**src/rtl/rsp_pkg.sv**
```systemverilog
package rsp_pkg;
   typedef enum logic {
      PICK_LOWEST = 1'b0,
      PICK_OLDEST = 1'b1
   } rsp_pick_e;
endpackage

```
**src/rtl/rsp_entry.sv**
```systemverilog
module rsp_entry #(
   parameter int DATA_W = 32,
   parameter int OP_W   = 4,
   parameter int TAG_W  = 4,
   parameter logic [TAG_W-1:0] MY_TAG = 1
) (
   input  logic              clk,
   input  logic              rst_n,
   input  logic              alloc,
   input  logic [OP_W-1:0]   in_op,
   input  logic [TAG_W-1:0]  in_a_tag,
   input  logic [DATA_W-1:0] in_a_val,
   input  logic [TAG_W-1:0]  in_b_tag,
   input  logic [DATA_W-1:0] in_b_val,
   input  logic              cdb_valid,
   input  logic [TAG_W-1:0]  cdb_tag,
   input  logic [DATA_W-1:0] cdb_val,
   input  logic              launch,
   output logic              busy,
   output logic              ready,
   output logic              a_wait,
   output logic              b_wait,
   output logic [OP_W-1:0]   op,
   output logic [DATA_W-1:0] a_val,
   output logic [DATA_W-1:0] b_val
);
   logic              busy_q, sent_q;
   logic [TAG_W-1:0]  a_tag_q, b_tag_q;
   logic [OP_W-1:0]   op_q;
   logic [DATA_W-1:0] a_val_q, b_val_q;

   // bus hits for operands at issue and while waiting
   logic hit_a_in, hit_b_in, hit_a_q, hit_b_q, hit_self;
   assign hit_a_in = cdb_valid && (cdb_tag == in_a_tag);
   assign hit_b_in = cdb_valid && (cdb_tag == in_b_tag);
   assign hit_a_q  = cdb_valid && (a_tag_q != '0) && (cdb_tag == a_tag_q);
   assign hit_b_q  = cdb_valid && (b_tag_q != '0) && (cdb_tag == b_tag_q);
   assign hit_self = cdb_valid && (cdb_tag == MY_TAG);

   always_ff @(posedge clk) begin
      if (!rst_n) begin
         busy_q  <= 1'b0;
         sent_q  <= 1'b0;
         op_q    <= '0;
         a_tag_q <= '0;
         b_tag_q <= '0;
         a_val_q <= '0;
         b_val_q <= '0;
      end else if (alloc) begin
         busy_q <= 1'b1;
         sent_q <= 1'b0;
         op_q   <= in_op;
         if (in_a_tag == '0) begin
            a_tag_q <= '0;
            a_val_q <= in_a_val;
         end else if (hit_a_in) begin
            a_tag_q <= '0;
            a_val_q <= cdb_val;
         end else begin
            a_tag_q <= in_a_tag;
         end
         if (in_b_tag == '0) begin
            b_tag_q <= '0;
            b_val_q <= in_b_val;
         end else if (hit_b_in) begin
            b_tag_q <= '0;
            b_val_q <= cdb_val;
         end else begin
            b_tag_q <= in_b_tag;
         end
      end else if (busy_q) begin
         if (hit_a_q) begin
            a_tag_q <= '0;
            a_val_q <= cdb_val;
         end
         if (hit_b_q) begin
            b_tag_q <= '0;
            b_val_q <= cdb_val;
         end
         if (launch) sent_q <= 1'b1;
         if (hit_self) busy_q <= 1'b0;
      end
   end

   assign busy   = busy_q;
   assign a_wait = busy_q && (a_tag_q != '0);
   assign b_wait = busy_q && (b_tag_q != '0);
   assign ready  = busy_q && !sent_q && (a_tag_q == '0) && (b_tag_q == '0);
   assign op     = op_q;
   assign a_val  = a_val_q;
   assign b_val  = b_val_q;
endmodule

```
**src/rtl/rsp_pick.sv**
```systemverilog
module rsp_pick
   import rsp_pkg::*;
#(
   parameter int        N    = 4,
   parameter rsp_pick_e MODE = PICK_OLDEST
) (
   input  logic         clk,
   input  logic         rst_n,
   input  logic [N-1:0] alloc,
   input  logic [N-1:0] req,
   output logic [N-1:0] grant
);
   generate
      if (MODE == PICK_OLDEST) begin : g_age
         // older_q[i][j] set: slot i was accepted before slot j
         logic [N-1:0] older_q [N];

         always_ff @(posedge clk) begin
            if (!rst_n) begin
               for (int i = 0; i < N; i++) older_q[i] <= '0;
            end else begin
               for (int i = 0; i < N; i++) begin
                  for (int j = 0; j < N; j++) begin
                     if (alloc[j] && (i != j)) older_q[i][j] <= 1'b1;
                     else if (alloc[i])        older_q[i][j] <= 1'b0;
                  end
               end
            end
         end

         always_comb begin
            for (int i = 0; i < N; i++) begin
               logic blocked;
               blocked = 1'b0;
               for (int j = 0; j < N; j++) begin
                  if ((j != i) && req[j] && older_q[j][i]) blocked = 1'b1;
               end
               grant[i] = req[i] && !blocked;
            end
         end
      end else begin : g_low
         assign grant = req & (~req + N'(1));
      end
   endgenerate
endmodule

```
**src/rtl/rs_pool.sv**
```systemverilog
module rs_pool
   import rsp_pkg::*;
#(
   parameter int        NUM_ST   = 4,
   parameter int        DATA_W   = 32,
   parameter int        OP_W     = 4,
   parameter int        TAG_W    = 4,
   parameter int        TAG_BASE = 1,
   parameter rsp_pick_e PICK     = PICK_OLDEST
) (
   input  logic              clk,
   input  logic              rst_n,
   input  logic              iss_valid,
   output logic              iss_ready,
   output logic [TAG_W-1:0]  iss_tag,
   input  logic [OP_W-1:0]   iss_op,
   input  logic [TAG_W-1:0]  iss_a_tag,
   input  logic [DATA_W-1:0] iss_a_val,
   input  logic [TAG_W-1:0]  iss_b_tag,
   input  logic [DATA_W-1:0] iss_b_val,
   input  logic              cdb_valid,
   input  logic [TAG_W-1:0]  cdb_tag,
   input  logic [DATA_W-1:0] cdb_val,
   output logic              disp_valid,
   input  logic              disp_ready,
   output logic [OP_W-1:0]   disp_op,
   output logic [DATA_W-1:0] disp_a,
   output logic [DATA_W-1:0] disp_b,
   output logic [TAG_W-1:0]  disp_tag
);
   localparam int IDX_W = (NUM_ST > 1) ? $clog2(NUM_ST) : 1;

   generate
      if (NUM_ST < 2) begin : g_bad_depth
         $error("rs_pool: NUM_ST must be at least 2");
      end
      if (TAG_BASE < 1) begin : g_bad_base
         $error("rs_pool: TAG_BASE must be nonzero, tag 0 marks a valid value");
      end
      if (TAG_BASE + NUM_ST > (1 << TAG_W)) begin : g_bad_tagw
         $error("rs_pool: TAG_W too narrow for the slot tags");
      end
   endgenerate

   logic [NUM_ST-1:0] busy, rdy, a_wait, b_wait, alloc, grant, launch, free_one;
   logic [OP_W-1:0]   op_arr [NUM_ST];
   logic [DATA_W-1:0] a_arr  [NUM_ST];
   logic [DATA_W-1:0] b_arr  [NUM_ST];
   logic [IDX_W-1:0]  free_idx, grant_idx;
   logic              fu_busy_q;
   logic [TAG_W-1:0]  run_tag_q;
   logic              disp_fire;

   // lowest-index free slot
   assign free_one  = ~busy & (busy + NUM_ST'(1));
   assign iss_ready = |(~busy);
   assign alloc     = (iss_valid && iss_ready) ? free_one : '0;

   always_comb begin
      free_idx = '0;
      for (int i = 0; i < NUM_ST; i++) begin
         if (free_one[i]) free_idx = IDX_W'(i);
      end
   end
   assign iss_tag = TAG_W'(TAG_BASE) + TAG_W'(free_idx);

   generate
      for (genvar i = 0; i < NUM_ST; i++) begin : g_slot
         rsp_entry #(
            .DATA_W (DATA_W),
            .OP_W   (OP_W),
            .TAG_W  (TAG_W),
            .MY_TAG (TAG_W'(TAG_BASE + i))
         ) u_entry (
            .clk       (clk),
            .rst_n     (rst_n),
            .alloc     (alloc[i]),
            .in_op     (iss_op),
            .in_a_tag  (iss_a_tag),
            .in_a_val  (iss_a_val),
            .in_b_tag  (iss_b_tag),
            .in_b_val  (iss_b_val),
            .cdb_valid (cdb_valid),
            .cdb_tag   (cdb_tag),
            .cdb_val   (cdb_val),
            .launch    (launch[i]),
            .busy      (busy[i]),
            .ready     (rdy[i]),
            .a_wait    (a_wait[i]),
            .b_wait    (b_wait[i]),
            .op        (op_arr[i]),
            .a_val     (a_arr[i]),
            .b_val     (b_arr[i])
         );
      end
   endgenerate

   rsp_pick #(
      .N    (NUM_ST),
      .MODE (PICK)
   ) u_pick (
      .clk   (clk),
      .rst_n (rst_n),
      .alloc (alloc),
      .req   (rdy),
      .grant (grant)
   );

   assign disp_valid = (|rdy) && !fu_busy_q;
   assign disp_fire  = disp_valid && disp_ready;
   assign launch     = disp_fire ? grant : '0;

   always_comb begin
      grant_idx = '0;
      disp_op   = '0;
      disp_a    = '0;
      disp_b    = '0;
      for (int i = 0; i < NUM_ST; i++) begin
         if (grant[i]) begin
            grant_idx = IDX_W'(i);
            disp_op   = op_arr[i];
            disp_a    = a_arr[i];
            disp_b    = b_arr[i];
         end
      end
   end
   assign disp_tag = TAG_W'(TAG_BASE) + TAG_W'(grant_idx);

   // unit occupancy: freed by the broadcast of the running tag
   always_ff @(posedge clk) begin
      if (!rst_n) begin
         fu_busy_q <= 1'b0;
         run_tag_q <= '0;
      end else if (disp_fire) begin
         fu_busy_q <= 1'b1;
         run_tag_q <= disp_tag;
      end else if (cdb_valid && (cdb_tag == run_tag_q)) begin
         fu_busy_q <= 1'b0;
      end
   end
endmodule

```
**config.mk**
```make
export PLATFORM = sky130hd
export DESIGN_NAME = rs_pool
export DESIGN_NICKNAME = d
export VERILOG_FILES = /design/src/rtl/rsp_pkg.sv /design/src/rtl/rsp_entry.sv /design/src/rtl/rsp_pick.sv /design/src/rtl/rs_pool.sv
export SDC_FILE = /design/constraint.sdc
export NUM_CORES = 1
export LEC_CHECK = 0
export ABC_CLOCK_PERIOD_IN_PS = 3000
export BUFFER_PORTS_ARGS = -buffer_cell sky130_fd_sc_hd__buf_2
export CAP_MARGIN = 30
export CORE_MARGIN = 3
export CORE_UTILIZATION = 40
export DETAILED_ROUTE_END_ITERATION = 10
export HOLD_SLACK_MARGIN = 0.08
export PLACE_DENSITY = 0.55
export SETUP_SLACK_MARGIN = 0.05
export SLEW_MARGIN = 20
export SYNTH_ARGS = -nofsm -noshare
export SYNTH_HDL_FRONTEND = slang
export SYNTH_SLANG_ARGS = --single-unit
```
**constraint.sdc**
```tcl
create_clock -name clk -period 3 [get_ports clk]
set_input_delay 0.3 -clock clk [delete_from_list [all_inputs] [get_ports clk]]
set_output_delay 0.3 -clock clk [all_outputs]
set_load 0.005 [all_outputs]
```
## Yosys cells after proc, flatten, opt, wreduce, memory -nomap -nowiden

Memory sizes are Yosys's and may differ from the RTL's.
Cells that the tools add are included.

- ROM bits: 0
- RAM bits: 16
- Register bits after elaboration: 317
- Input port bits: 117
- Memories: 1
- Logic and storage cells: 387
- Bits in latches: 0
- Output and inout port bits: 78

- Shifts and indexed selects: 0
- Equality and inequality tests: 23
- Divide/modulo/power cells: 0
- $mul: 0
- Muxes and demuxes: 179
- Reduce and logical (&&, ||, !) cells: 120
- Bitwise gates (word level): 31
- $add $sub $neg: 3
- Order comparisons: 0

Memory list:

| memory | words | bits a word | rd ports | clocked after Yosys merged registers in | wr ports | line | source |
|---|---|---|---|---|---|---|---|
| u_pick.g_age.older_q | 4 | 4 | 4 | 0 | 4 | rsp_pick.sv:16 | `logic [N-1:0] older_q [N];` |

Operators with widths:

| operator | number |
|---|---|
| two-way mux 32 bit | 36 |
| two-way mux 4 bit | 34 |
| two-way mux 1 bit | 105 |
| logical AND 1 bit | 54 |
| == test 4 bit | 11 |
| zero test 4 bit | 10 |
| nonzero test 4 bit | 8 |
| OR 1 bit | 28 |
| nonzero test 2 bit | 13 |
| != test 3 x 1 -> 1 bit, second input constant | 8 |
| AND reduction 2 bit | 12 |
| AND reduction 3 bit | 8 |
| zero test 1 bit | 9 |
| == test 4 x 2 -> 1 bit, second input constant | 2 |
| two-way mux 2 bit | 4 |
| OR reduction 2 bit | 4 |
| OR reduction 4 bit | 2 |
| adder 1 x 2 -> 3 bit, first input constant | 2 |
| adder 4 x 1 -> 4 bit, second input constant | 1 |
| AND 4 bit | 1 |
| == test 4 x 1 -> 1 bit, second input constant | 1 |
| == test 4 x 3 -> 1 bit, second input constant | 1 |
| inverter 4 bit | 1 |
| inverter 1 bit | 1 |

## Depth between registers and ports, before layout

Gate-level depths: netlist of run 1.

- Word-level depth: 14
- Mapped depth: 12
- Depth with buffers taken out: 8

## Modules after synthesis

Synthesis of run 1 repeated with hierarchy kept, for this count alone.

- Cells, all modules: 2245
- Area total of the unflattened synthesis: 17752.0 um^2

By module, submodules not included:

| module | instances | sequential area each (um^2) | cells each | area each (um^2) |
|---|---|---|---|---|
| rsp_entry at g_slot[1].u_entry ... | 2 | 1561.5 | 476 | 3796.1 |
| rsp_entry at g_slot[0].u_entry | 1 | 1561.5 | 476 | 3811.2 |
| rsp_entry at g_slot[3].u_entry | 1 | 1561.5 | 475 | 3808.7 |
| rs_pool | 1 | 80.1 | 291 | 1931.9 |
| rsp_pick | 1 | 360.3 | 51 | 608.1 |

## Worst setup path before layout of run 1

Ideal clock, no wire load.

- Path kind: register -> output
- Start: register g_slot[3].u_entry.b_tag_q[0]
- End: output port disp_tag[1]
- Setup slack: 0.683 ns
- Cell stages (with the launch flop): 10
- Arrival time: 2.017 ns
- Buffers on the path: 3
- Required time: 2.700 ns
- Cell sequence: dfxtp_1 nor4_4 and4_1 o21ai_1 a221o_1 buf_2 buf_4 buf_2 nand2_1 ha_1

- Cells in the longest elaborated chain, start to end: 10
- Elaborated cells on any way between the ends: 15
- Classes of those cells: 1 x add/sub; 5 x mux; 9 x reduce/logical

Ends and longest elaborated chain:

| item | line | source |
|---|---|---|
| start, declared | rsp_entry.sv:28 | `logic [TAG_W-1:0] a_tag_q, b_tag_q;` |
| start signal, assigned | rsp_entry.sv:69 | `b_tag_q <= in_b_tag;` |
| zero test 4 bit (*) | rsp_entry.sv:88 | `assign ready = busy_q && !sent_q && (a_tag_q == '0) && (b_tag_q == '0);` |
| logical AND 1 bit (*) | rsp_entry.sv:88 |  |
| logical AND 1 bit | rsp_pick.sv:36 | `if ((j != i) && req[j] && older_q[j][i]) blocked = 1'b1;` |
| two-way mux 1 bit | rsp_pick.sv:36 |  |
| zero test 1 bit | rsp_pick.sv:38 | `grant[i] = req[i] && !blocked;` |
| logical AND 1 bit | rsp_pick.sv:38 |  |
| two-way mux 1 bit | rs_pool.sv:119 | `if (grant[i]) begin` |
| two-way mux 2 bit | rs_pool.sv:119 |  |
| two-way mux 2 bit (*) | rs_pool.sv:119 |  |
| adder 1 x 2 -> 3 bit (*) | rs_pool.sv:127 | `assign disp_tag = TAG_W'(TAG_BASE) + TAG_W'(grant_idx);` |
| end, declared | rs_pool.sv:29 | `output logic [TAG_W-1:0] disp_tag` |

Mark *: on every way between the ends. The rest lies on a longest branch, timed or not.

## Worst setup path after layout of run 1

- Start: register g_slot[3].u_entry.b_tag_q[0]
- End: output port disp_a[3]

- Cells in the longest elaborated chain, start to end: 10
- Elaborated cells on any way between the ends: 19
- Classes of those cells: 7 x mux; 12 x reduce/logical

Ends and longest elaborated chain:

| item | line | source |
|---|---|---|
| zero test 4 bit (*) | rsp_entry.sv:88 |  |
| logical AND 1 bit (*) | rsp_entry.sv:88 |  |
| logical AND 1 bit | rsp_pick.sv:36 |  |
| two-way mux 1 bit | rsp_pick.sv:36 |  |
| zero test 1 bit | rsp_pick.sv:38 |  |
| logical AND 1 bit | rsp_pick.sv:38 |  |
| two-way mux 32 bit (3 in series) | rs_pool.sv:119 |  |
| two-way mux 32 bit (*) | rs_pool.sv:119 |  |
| end, declared | rs_pool.sv:27 | `output logic [DATA_W-1:0] disp_a,` |

Marked as above.

==> results.yml, run 1 <==
timing:
  slack_of_the_critical_path_ns: -0.229
  slew_headroom_pct: 46.1
  finalWorstPathRequiredPeriod_ns: 3.23
  hold_viol_final: 0
  report.final.setup_viol: 69
  timing_worst_slew_pin_value_ns: 0.809
  hold_slack_ns: 0.153
  final_max_slew_viol_count: 0
  maxClockFrequency_mhz: 310
  post_route_fraction_of_the_period_consumed_by_the_critical_path_pct: 108
  rsz0062_at_grt: "yes"
  finalClockSkew_ns: 0.0156
synth:
  synthMuxAreaShare_pct: 3.67
  number_of_enable_type_register_cells_in_the_synthesized_netlist: 12
  synth.yosys.warnings: 0
  synthesis.area_per_instance_sq_um: 7.10
  yosys.cell_types.count: 55
  dominant_combinational_cell_family_by_area_after_synthesis: "simple AND/OR/NAND/NOR gates"
  postSynth.topFlopCell: "dfxtp_1"
  syn_area_sq_um: 17500
  post_synth_arst_share_pct: 0
  ys_seq_area_share_pct: 38.3
  post_synth_and_or_nand_nor_area_fraction_pct: 26.6
  number_of_cells_produced_by_synthesis: 2462
  synth_xor_area_share_pct: 1.85
  synth-compound-area-share_pct: 23.3
  synth_adder_area_share_pct: 0.0716
  postSynthRegisterBits: 328
pwr:
  vdd_ir_drop_max_uv: 319
  power-per-cell-area_nw_per_um2: 513
  power_frac_clock_pct: 44.7
  power.share.sequential_pct: 41.4
  internal_power_mw: 8.13
  swShare_pct: 27.4
  power.net_switching_mw: 3.07
  combPwrFrac_pct: 13.9
  p_leak_nw: 8.40
place:
  port_buffers: 192
  dpl_cell_area_sq_um: 19000
  dp_hpwl_microns: 38300
  place_worst_setup_slack_ns: 0.119
  finalWeightedCongestion: 0.853
critical_path:
  critical-path-top-delay-family: "simple AND/OR/NAND/NOR gates"
  cp_data_arrival_time_ns: 2.93
  cp_max_fo: 6
  worstPathBufferInverterCount: 5
  cp.depth: 11
  crit_path_frequent_cell: "buf_4"
  cp_data_required_time_ns: 2.70
  chain_of_cells_forming_the_critical_path: "nor4_4 -> and4_4 -> a21oi_4 -> a211oi_4 -> buf_4 -> buf_12 -> buf_4 -> buf_6 -> a21oi_2 -> a31oi_2 -> buf_2"
  setup.worst_path.start_class: "flop"
  rr_worst_depth: 7
  cpPeakStageDelay_ns: 0.39
  criticalPathCategory: "flop to output pin"
  crit_slowest_cell: "nor4_4"
  endpoint_kind: "output pin"
  crit-reg2reg-launch: "g_slot[0].u_entry.busy"
  critPathLaunch: "g_slot[3].u_entry.b_tag_q[0]"
layout:
  num_antenna_cells: 0
  stdcell_area_sq_um: 21800
  post_route_cells_drive_above_1_share_pct: 18.6
  layout_common_cells: "nand2_1 (380), nand3_1 (339), a21oi_1 (312), dfxtp_1 (312), o21ai_0 (212)"
  layout.cells.most_common: "nand2_1"
  finalNetCount: 2709
  areaGrowthSynthToFinish_pct: 24.9
hold_path:
  hold_path.class: "input port to flop"
  hold_start: "disp_ready"
  hold_crit_depth: 3
run_status:
  run_status: "complete, but fails checks"
  failing_checks: "setup timing"
detailed_routing:
  drc_errors: 0
  drtAntennaViolNets: 0
  wire_per_inst_microns: 20.0
  wl_microns: 63900
  post_detailed_route_via_to_cell_ratio: 5.65
  drt-pass1-iter-count: 6
  via_count: 18084
  first_iter_violations: 1607
global_routing:
  antenna_found_initial: 1
  grt_first_pass_wirelength_microns: 97000
  vias_in_the_first_global_route: 16538
  grt-ovfl-total: 0
  grt_max_degree: 102
  groute.usage.overall_pct: 26.2
clocking:
  htree_levels: 2
  clock-sinks: 328
  cts_tree: "yes"
  root_driver: "clkbuf_16"
  clock_tree.buffer_depth: 3
  cts.reportedPaths.clkPinSlew_ns: 0.06
  worst_skew_pair_latency_ns: 0.57
  cts_buffers: 40
die:
  design.core.area_sq_um: 42500
  die_y_microns: 215
  floorplan.die_area_sq_um: 46200
  std_cell_rows: 75
  die_w_microns: 215
  floorplan.io_pins: 195
  floorplan.initialDensity_pct: 41.1
flow_run:
  maxCapViolCount: 0
==> logic make-up after synthesis <==
| family | Yosys count |
|---|---|
| AND/OR/NAND/NOR | 1031 |
| AO/OA/AOI/OAI | 752 |
| flip-flops | 328 |
| buffers and inverters | 248 |
| multiplexers | 64 |
| XOR/XNOR | 37 |
| adder cells (fa/ha/maj) | 1 |
| other | 1 |
==> cells in the mapped netlist, types with 3 or more instances <==
| cell type | n | area (sq um) |
|---|---|---|
| a211oi_1 | 4 | 30.0 |
| a21boi_0 | 24 | 180 |
| a21o_1 | 5 | 37.5 |
| a21oi_1 | 340 | 1700 |
| a22oi_1 | 32 | 240 |
| a31oi_1 | 68 | 425 |
| and2_1 | 16 | 100 |
| and3_1 | 5 | 31.3 |
| and4_1 | 3 | 26.3 |
| buf_1 | 26 | 97.6 |
| buf_2 | 71 | 355 |
| buf_4 | 10 | 75.1 |
| buf_6 | 3 | 33.8 |
| clkbuf_1 | 128 | 480 |
| clkbuf_2 | 4 | 20.0 |
| dfxtp_1 | 316 | 6330 |
| edfxtp_1 | 12 | 360 |
| inv_1 | 6 | 22.5 |
| mux2i_1 | 64 | 641 |
| nand2_1 | 381 | 1430 |
| nand3_1 | 340 | 1700 |
| nand4_1 | 7 | 43.8 |
| nor2_1 | 205 | 769 |
| nor2b_1 | 34 | 213 |
| nor3_1 | 8 | 40.0 |
| nor4_1 | 8 | 50.1 |
| nor4_4 | 3 | 63.8 |
| o21ai_0 | 213 | 1070 |
| o21ai_1 | 53 | 265 |
| or2_1 | 4 | 25.0 |
| or2_2 | 6 | 37.5 |
| xor2_1 | 35 | 307 |
==> state kept, by name (all words and copies together) (netlist names), 3 cells and up <==
register / cells
g_slot.u_entry.a_tag_q: 16
run_tag_q: 3
g_slot.u_entry.op: 16
g_slot.u_entry.sent_q: 4
g_slot.u_entry.b_val: 128
g_slot.u_entry.b_tag_q: 16
g_slot.u_entry.a_val: 128
g_slot.u_entry.busy: 4
u_pick.g_age.older_q: 12
==> cell type report <==
| cell class | instances | area, sq um |
|---|---|---|
| Clock inverter | 7 | 71.3 |
| Tap cell | 577 | 722 |
| Clock buffer | 66 | 1290 |
| Sequential cell | 328 | 6700 |
| Fill cell | 4150 | 20700 |
| Timing Repair Buffer | 328 | 2740 |
| Inverter | 6 | 22.5 |
| Multi-Input combinational cell | 1887 | 10300 |
==> worst min-delay path, cell delays in order <==
cell and delay, ns:
buf_2 0.10, nand2_1 0.15, a21boi_0 0.10
==> power groups by stage <==
stage	logic (mW)	registers, mW	clock network, mW
final	1.56	4.64	5.00
after global routing	1.71	4.65	5.26
after CTS	1.46	4.62	5.09
after detailed placement	1.36	4.72	0
after global placement	1.35	4.71	0
after floorplan	0.899	4.69	0
==> repair_timing <==
item                                    4_1_cts  5_1_grt
gates cloned                                  8        5
endpoints found under the setup margin       71       71
gates resized for setup                      44       93
pin swaps                                    11       39
buffers inserted                             24       22
hold endpoints to repair                     16        0
hold buffers                                  4        0
==> stage by stage <==
stage          std cells  setup TNS, ns  util (%)  total power, mW
2_1_floorplan       2463              0         -             5.59
3_3_place_gp        3066              0      44.8             6.06
3_5_place_dp        3066              0      44.8             6.08
4_1_cts             3174          -6.51      49.5             11.2
5_1_grt             3199         -17.74      51.3             11.6
6_report            3199          -8.82      51.3             11.2
==> layer usage <==
layer	global-route usage [%]	vias up	routed length, microns
li1	-	8866	-
met1	35.7	8514	28800
met2	42.7	609	29600
met3	4.45	93	4250
met4	7.80	2	1300
met5	0	-	20
==> worst paths after layout <==
kind | end | slack [ns]
worst max-delay path | disp_a[3] | -0.23
worst max register to register | g_slot[3].u_entry.b_val[20] | 0.53
worst min-delay path | fu_busy_q | 0.15
worst min register to register | g_slot[1].u_entry.b_val[30] | 0.46
Power figures use the tool's default switching activity.
==> run 2: changes to the inputs <==
- ABC_CLOCK_PERIOD_IN_PS: 3000 -> 3800
- CAP_MARGIN: 30 -> 5
- clock period: 3 -> 3.8 ns (I/O delays scaled with it)
==> results.yml, run 2 (synthesized netlist as in run 1, its figures left out) <==
critical_path:
  criticalPathCategory: "flop to output pin"
  cp_data_required_time_ns: 3.42
  endpoint_kind: "output pin"
  rr_worst_depth: 7
  cp_data_arrival_time_ns: 3.18
  worstReg2RegEnd: "g_slot[3].u_entry.b_val[1]"
  setup.worst_path.start_class: "flop"
  rrSetupSlack_ns: 0.76
  cp_max_fo: 71
  crit-reg2reg-launch: "g_slot[1].u_entry.busy"
clocking:
  clock-sinks: 328
  cts_hold_buf: 0
  worst_skew_pair_latency_ns: 0.56
  clock_tree.buffer_depth: 3
  htree_levels: 2
  post_cts.repair.setup_buffers: 0
  cts_tree: "yes"
  cts_buffers: 41
  root_driver: "clkbuf_16"
  cts.reportedPaths.clkPinSlew_ns: 0.06
  cts_resized: 1
timing:
  timing_worst_slew_pin_value_ns: 1.11
  final.setup.tns_ns: 0
  final_max_slew_viol_count: 0
  rsz0062_at_grt: "no"
  post_route_fraction_of_the_period_consumed_by_the_critical_path_pct: 93.8
  maxClockFrequency_mhz: 281
  finalClockSkew_ns: 0.0169
  report.final.setup_viol: 0
  slew_headroom_pct: 26.1
  hold_viol_final: 0
  finalWorstPathRequiredPeriod_ns: 3.56
die:
  floorplan.io_pins: 195
  floorplan.initialDensity_pct: 41.1
  die_w_microns: 215
  die_y_microns: 215
  design.core.area_sq_um: 42500
  floorplan.die_area_sq_um: 46200
  std_cell_rows: 75
place:
  port_buffers: 192
  dpl_cell_area_sq_um: 18800
  dp_hpwl_microns: 37200
  finalWeightedCongestion: 0.841
detailed_routing:
  drc_errors: 0
  first_iter_violations: 1479
  via_count: 17564
  wl_microns: 61100
  drtAntennaViolNets: 0
  drt-pass1-iter-count: 6
  wire_per_inst_microns: 19.6
  post_detailed_route_via_to_cell_ratio: 5.64
pwr:
  power.share.sequential_pct: 42.6
  vdd_ir_drop_max_uv: 259
  internal_power_mw: 6.24
  combPwrFrac_pct: 12.5
  swShare_pct: 27.2
  power_frac_clock_pct: 44.9
  power.net_switching_mw: 2.34
  p_leak_nw: 7.72
  power-per-cell-area_nw_per_um2: 427
global_routing:
  grt-ovfl-total: 0
  groute.usage.overall_pct: 25.5
  antenna_found_initial: 0
  grt_first_pass_wirelength_microns: 94600
  vias_in_the_first_global_route: 16628
  grt_max_degree: 169
layout:
  multi_input_comb_area_sq_um: 9770
  layout_common_cells: "nand2_1 (380), nand3_1 (340), a21oi_1 (340)"
  finalNetCount: 2625
  num_antenna_cells: 0
  stdcell_area_sq_um: 20100
  filler_cell_count: 4380
  post_route_cells_drive_above_1_share_pct: 13.4
  layout.cells.most_common: "nand2_1"
  areaGrowthSynthToFinish_pct: 15.0
  sequential_cell_area_sq_um: 6690
hold_path:
  hold_end: "g_slot[3].u_entry.op[0]"
  hold_start: "iss_op[0]"
  hold_crit_depth: 3
  hold_path.class: "input port to flop"
flow_run:
  maxCapViolCount: 0
run_status:
  run_status: "completed"
-- run 2: cell types whose count changed in the layout (fill, tap and decap cells not counted), moves of 8 or more --
| cell | delta |
|---|---|
| buf_4 | -43 |
| a31oi_2 | -14 |
| buf_12 | -16 |
| a21oi_4 | -11 |
| a31oi_1 | +22 |
| a21oi_2 | -17 |
| a31oi_4 | -8 |
| a21oi_1 | +28 |
-- run 2: through the flow --
step	utilization (%)	power [mW]	instances	setup slack, ns	hold WS [ns]
floorplan	-	4.41	2463	1.40	0.437
global placement	44.1	4.78	3041	0.718	0.443
detailed placement	44.1	4.79	3041	0.606	0.449
CTS	47.2	8.65	3113	0.0649	0.0803
global route	47.3	8.93	3113	0.0680	0.107
finish	47.3	8.58	3113	0.236	0.113
-- run 2: worst max-delay path by stage --
stage,startpoint,end
6_report,g_slot[1].u_entry.busy,disp_a[0]
5_1_grt,g_slot[2].u_entry.busy,disp_b[3]
4_1_cts,g_slot[0].u_entry.busy,disp_a[31]
3_5_place_dp,g_slot[0].u_entry.a_tag_q[0],disp_a[31]
3_3_place_gp,g_slot[0].u_entry.a_tag_q[0],disp_a[31]
2_1_floorplan,g_slot[3].u_entry.b_tag_q[0],disp_tag[1]
-- run 2: power groups by stage --
| stage | clock (mW) | sequential [mW] | combinational [mW] |
|---|---|---|---|
| after floorplan | 0 | 3.70 | 0.710 |
| after detailed placement | 0 | 3.73 | 1.06 |
| after global routing | 4.07 | 3.67 | 1.19 |
| after CTS | 3.93 | 3.65 | 1.07 |
| final | 3.86 | 3.65 | 1.07 |
| after global placement | 0 | 3.72 | 1.05 |
-- run 2: area by class of cell --
cell class,instances,share of cell area [%]
clock buffers,63,6.18
flip-flops and latches,328,33.3
clock inverters,9,0.398
repair buffers,243,7.81
multi-input cells,1887,48.6
inverters,6,0.112
well taps,577,3.59
-- run 2: critical path, stage by stage, from the launching register on --
cell and delay (ns):
dfxtp_1 0.48, nor4b_2 0.38, and3_1 0.32, and4_2 0.31
buf_12 0.39, nand3_1 0.13, a31oi_1 0.39, buf_2 0.20
-- run 2: routing by layer --
| metal | wire, microns | GRT usage (%) |
|---|---|---|
| met4 | 1180 | 6.81 |
| met3 | 3580 | 3.46 |
| met2 | 28200 | 42.3 |
| met1 | 28100 | 34.9 |
| met5 | 0 | 0 |
==> run 3: changes to the inputs <==
- PLACE_DENSITY: 0.55 -> unset
==> results.yml, run 3 (synthesized netlist as in run 1, its figures left out) <==
layout:
  finalNetCount: 2629
  layout_common_cells: "nand2_1 (380), nand3_1 (340), a21oi_1 (340)"
  num_antenna_cells: 0
  stdcell_area_sq_um: 20200
  areaGrowthSynthToFinish_pct: 15.5
  layout.cells.most_common: "nand2_1"
  post_route_cells_drive_above_1_share_pct: 13.7
critical_path:
  cp_data_required_time_ns: 3.42
  rrSetupSlack_ns: 0.95
  cpPeakStageDelay_ns: 0.41
  endpoint_kind: "output pin"
  rr_worst_depth: 7
  setup.worst_path.start_class: "flop"
  criticalPathCategory: "flop to output pin"
  crit_slowest_cell: "nor4_2"
  cp_data_arrival_time_ns: 3.25
  chain_of_cells_forming_the_critical_path: "nor4_2 -> nand3_1 -> a21oi_2 -> and2_2 -> buf_12 -> nand2_1 -> a31oi_1 -> buf_2"
  cp_max_fo: 23
  crit-reg2reg-launch: "g_slot[1].u_entry.busy"
  worstPathBufferInverterCount: 2
  critical-path-top-delay-family: "simple AND/OR/NAND/NOR gates"
  worstReg2RegEnd: "g_slot[2].u_entry.a_val[2]"
clocking:
  cts_buffers: 40
  root_driver: "clkbuf_16"
  clock-sinks: 328
  worst_skew_pair_latency_ns: 0.57
  htree_levels: 2
  clock_tree.buffer_depth: 3
  cts.reportedPaths.clkPinSlew_ns: 0.06
  post_cts.repair.setup_buffers: 0
  cts_tree: "yes"
detailed_routing:
  drtAntennaViolNets: 0
  drt-pass1-iter-count: 5
  wl_microns: 60900
  post_detailed_route_via_to_cell_ratio: 5.68
  drc_errors: 0
  via_count: 17711
  first_iter_violations: 1480
  wire_per_inst_microns: 19.5
timing:
  rsz0062_at_grt: "yes"
  slack_of_the_critical_path_ns: 0.171
  finalWorstPathRequiredPeriod_ns: 3.63
  timing_worst_slew_pin_value_ns: 1.09
  slew_headroom_pct: 27.4
  final_max_slew_viol_count: 0
  post_route_fraction_of_the_period_consumed_by_the_critical_path_pct: 95.5
  hold_viol_final: 0
  maxClockFrequency_mhz: 276
  finalClockSkew_ns: 0.0198
  report.final.setup_viol: 0
  final.setup.tns_ns: 0
pwr:
  p_leak_nw: 7.75
  post-layout-total-power_mw: 8.55
  power-per-cell-area_nw_per_um2: 424
  vdd_ir_drop_max_uv: 321
die:
  floorplan.io_pins: 195
  die_w_microns: 215
  floorplan.die_area_sq_um: 46200
  design.core.area_sq_um: 42500
  floorplan.initialDensity_pct: 41.1
  die_y_microns: 215
  std_cell_rows: 75
place:
  dpl_cell_area_sq_um: 18800
  port_buffers: 192
  dp_hpwl_microns: 37900
  place_worst_setup_slack_ns: 0.686
  finalWeightedCongestion: 0.827
global_routing:
  antenna_found_initial: 0
  grt_first_pass_wirelength_microns: 95600
  grt-ovfl-total: 0
  groute.usage.overall_pct: 25.6
  vias_in_the_first_global_route: 16864
  grt_max_degree: 167
hold_path:
  hold_start: "iss_op[2]"
  hold_end: "g_slot[2].u_entry.op[2]"
  hold_path.class: "input port to flop"
  hold_crit_depth: 3
flow_run:
  maxCapViolCount: 0
run_status:
  run_status: "completed"
==> run 3: repair_timing <==
item / in CTS / in global routing
gates resized for setup: 0 / 6
setup endpoints to repair: 0 / 15
hold buffers: 2 / 0
hold endpoints to repair: 4 / 0
==> run 3: area by class of cell <==
type | count | area, sq um
Sequential cell | 328 | 6690
Inverter | 6 | 22.5
Timing Repair Buffer | 248 | 1670
Fill cell | 4321 | 22300
Multi-Input combinational cell | 1887 | 9780
Clock buffer | 54 | 1120
Clock inverter | 20 | 169
Tap cell | 577 | 722
==> run 3: worst reg2reg max path: stages (launching register included) <==
cell and delay [ns]:
dfxtp_1 0.50, inv_1 0.15, or3_1 0.62, a21oi_1 0.42, a21o_2 0.52, buf_12 0.30
nand3_1 0.11, o21ai_0 0.14
==> run 3: metal layers <==
layer	track usage, %	wire length, microns	part of all wire (%)	vias up
met4	8.81	1790	2.9	0
met1	34.3	27300	45	8225
met2	42.4	27800	46	643
li1	-	-	-	8718
met3	3.70	4000	6.6	125
met5	0	0	0	-
==> run 3: where the power goes <==
group	switching, mW	internal [mW]
Clock	1.59	2.22
Combinational	0.727	0.356
Sequential	0.0752	3.58
==> run 3: worst max path at each step <==
| stage | start | endpoint | slack, ns | depth (start not counted) |
|---|---|---|---|---|
| 2_1_floorplan | g_slot[3].u_entry.b_tag_q[0] | disp_tag[1] | 1.40 | 9 |
| 4_1_cts | g_slot[0].u_entry.busy | disp_a[0] | 0.06 | 8 |
| 6_report | g_slot[2].u_entry.a_tag_q[3] | disp_a[0] | 0.17 | 8 |
| 3_5_place_dp | g_slot[0].u_entry.busy | disp_a[0] | 0.69 | 8 |
| 3_3_place_gp | g_slot[0].u_entry.busy | disp_a[0] | 0.78 | 8 |
| 5_1_grt | g_slot[0].u_entry.busy | disp_a[0] | 0.03 | 8 |
==> run 3: through the flow <==
step	utilization, %	std cells	hold slack, ns
after floorplan	-	2463	0.437
after global placement	44.3	3044	0.445
after detailed placement	44.3	3044	0.449
after CTS	47.4	3120	0.0825
after global routing	47.5	3120	0.118
final	47.5	3120	0.105
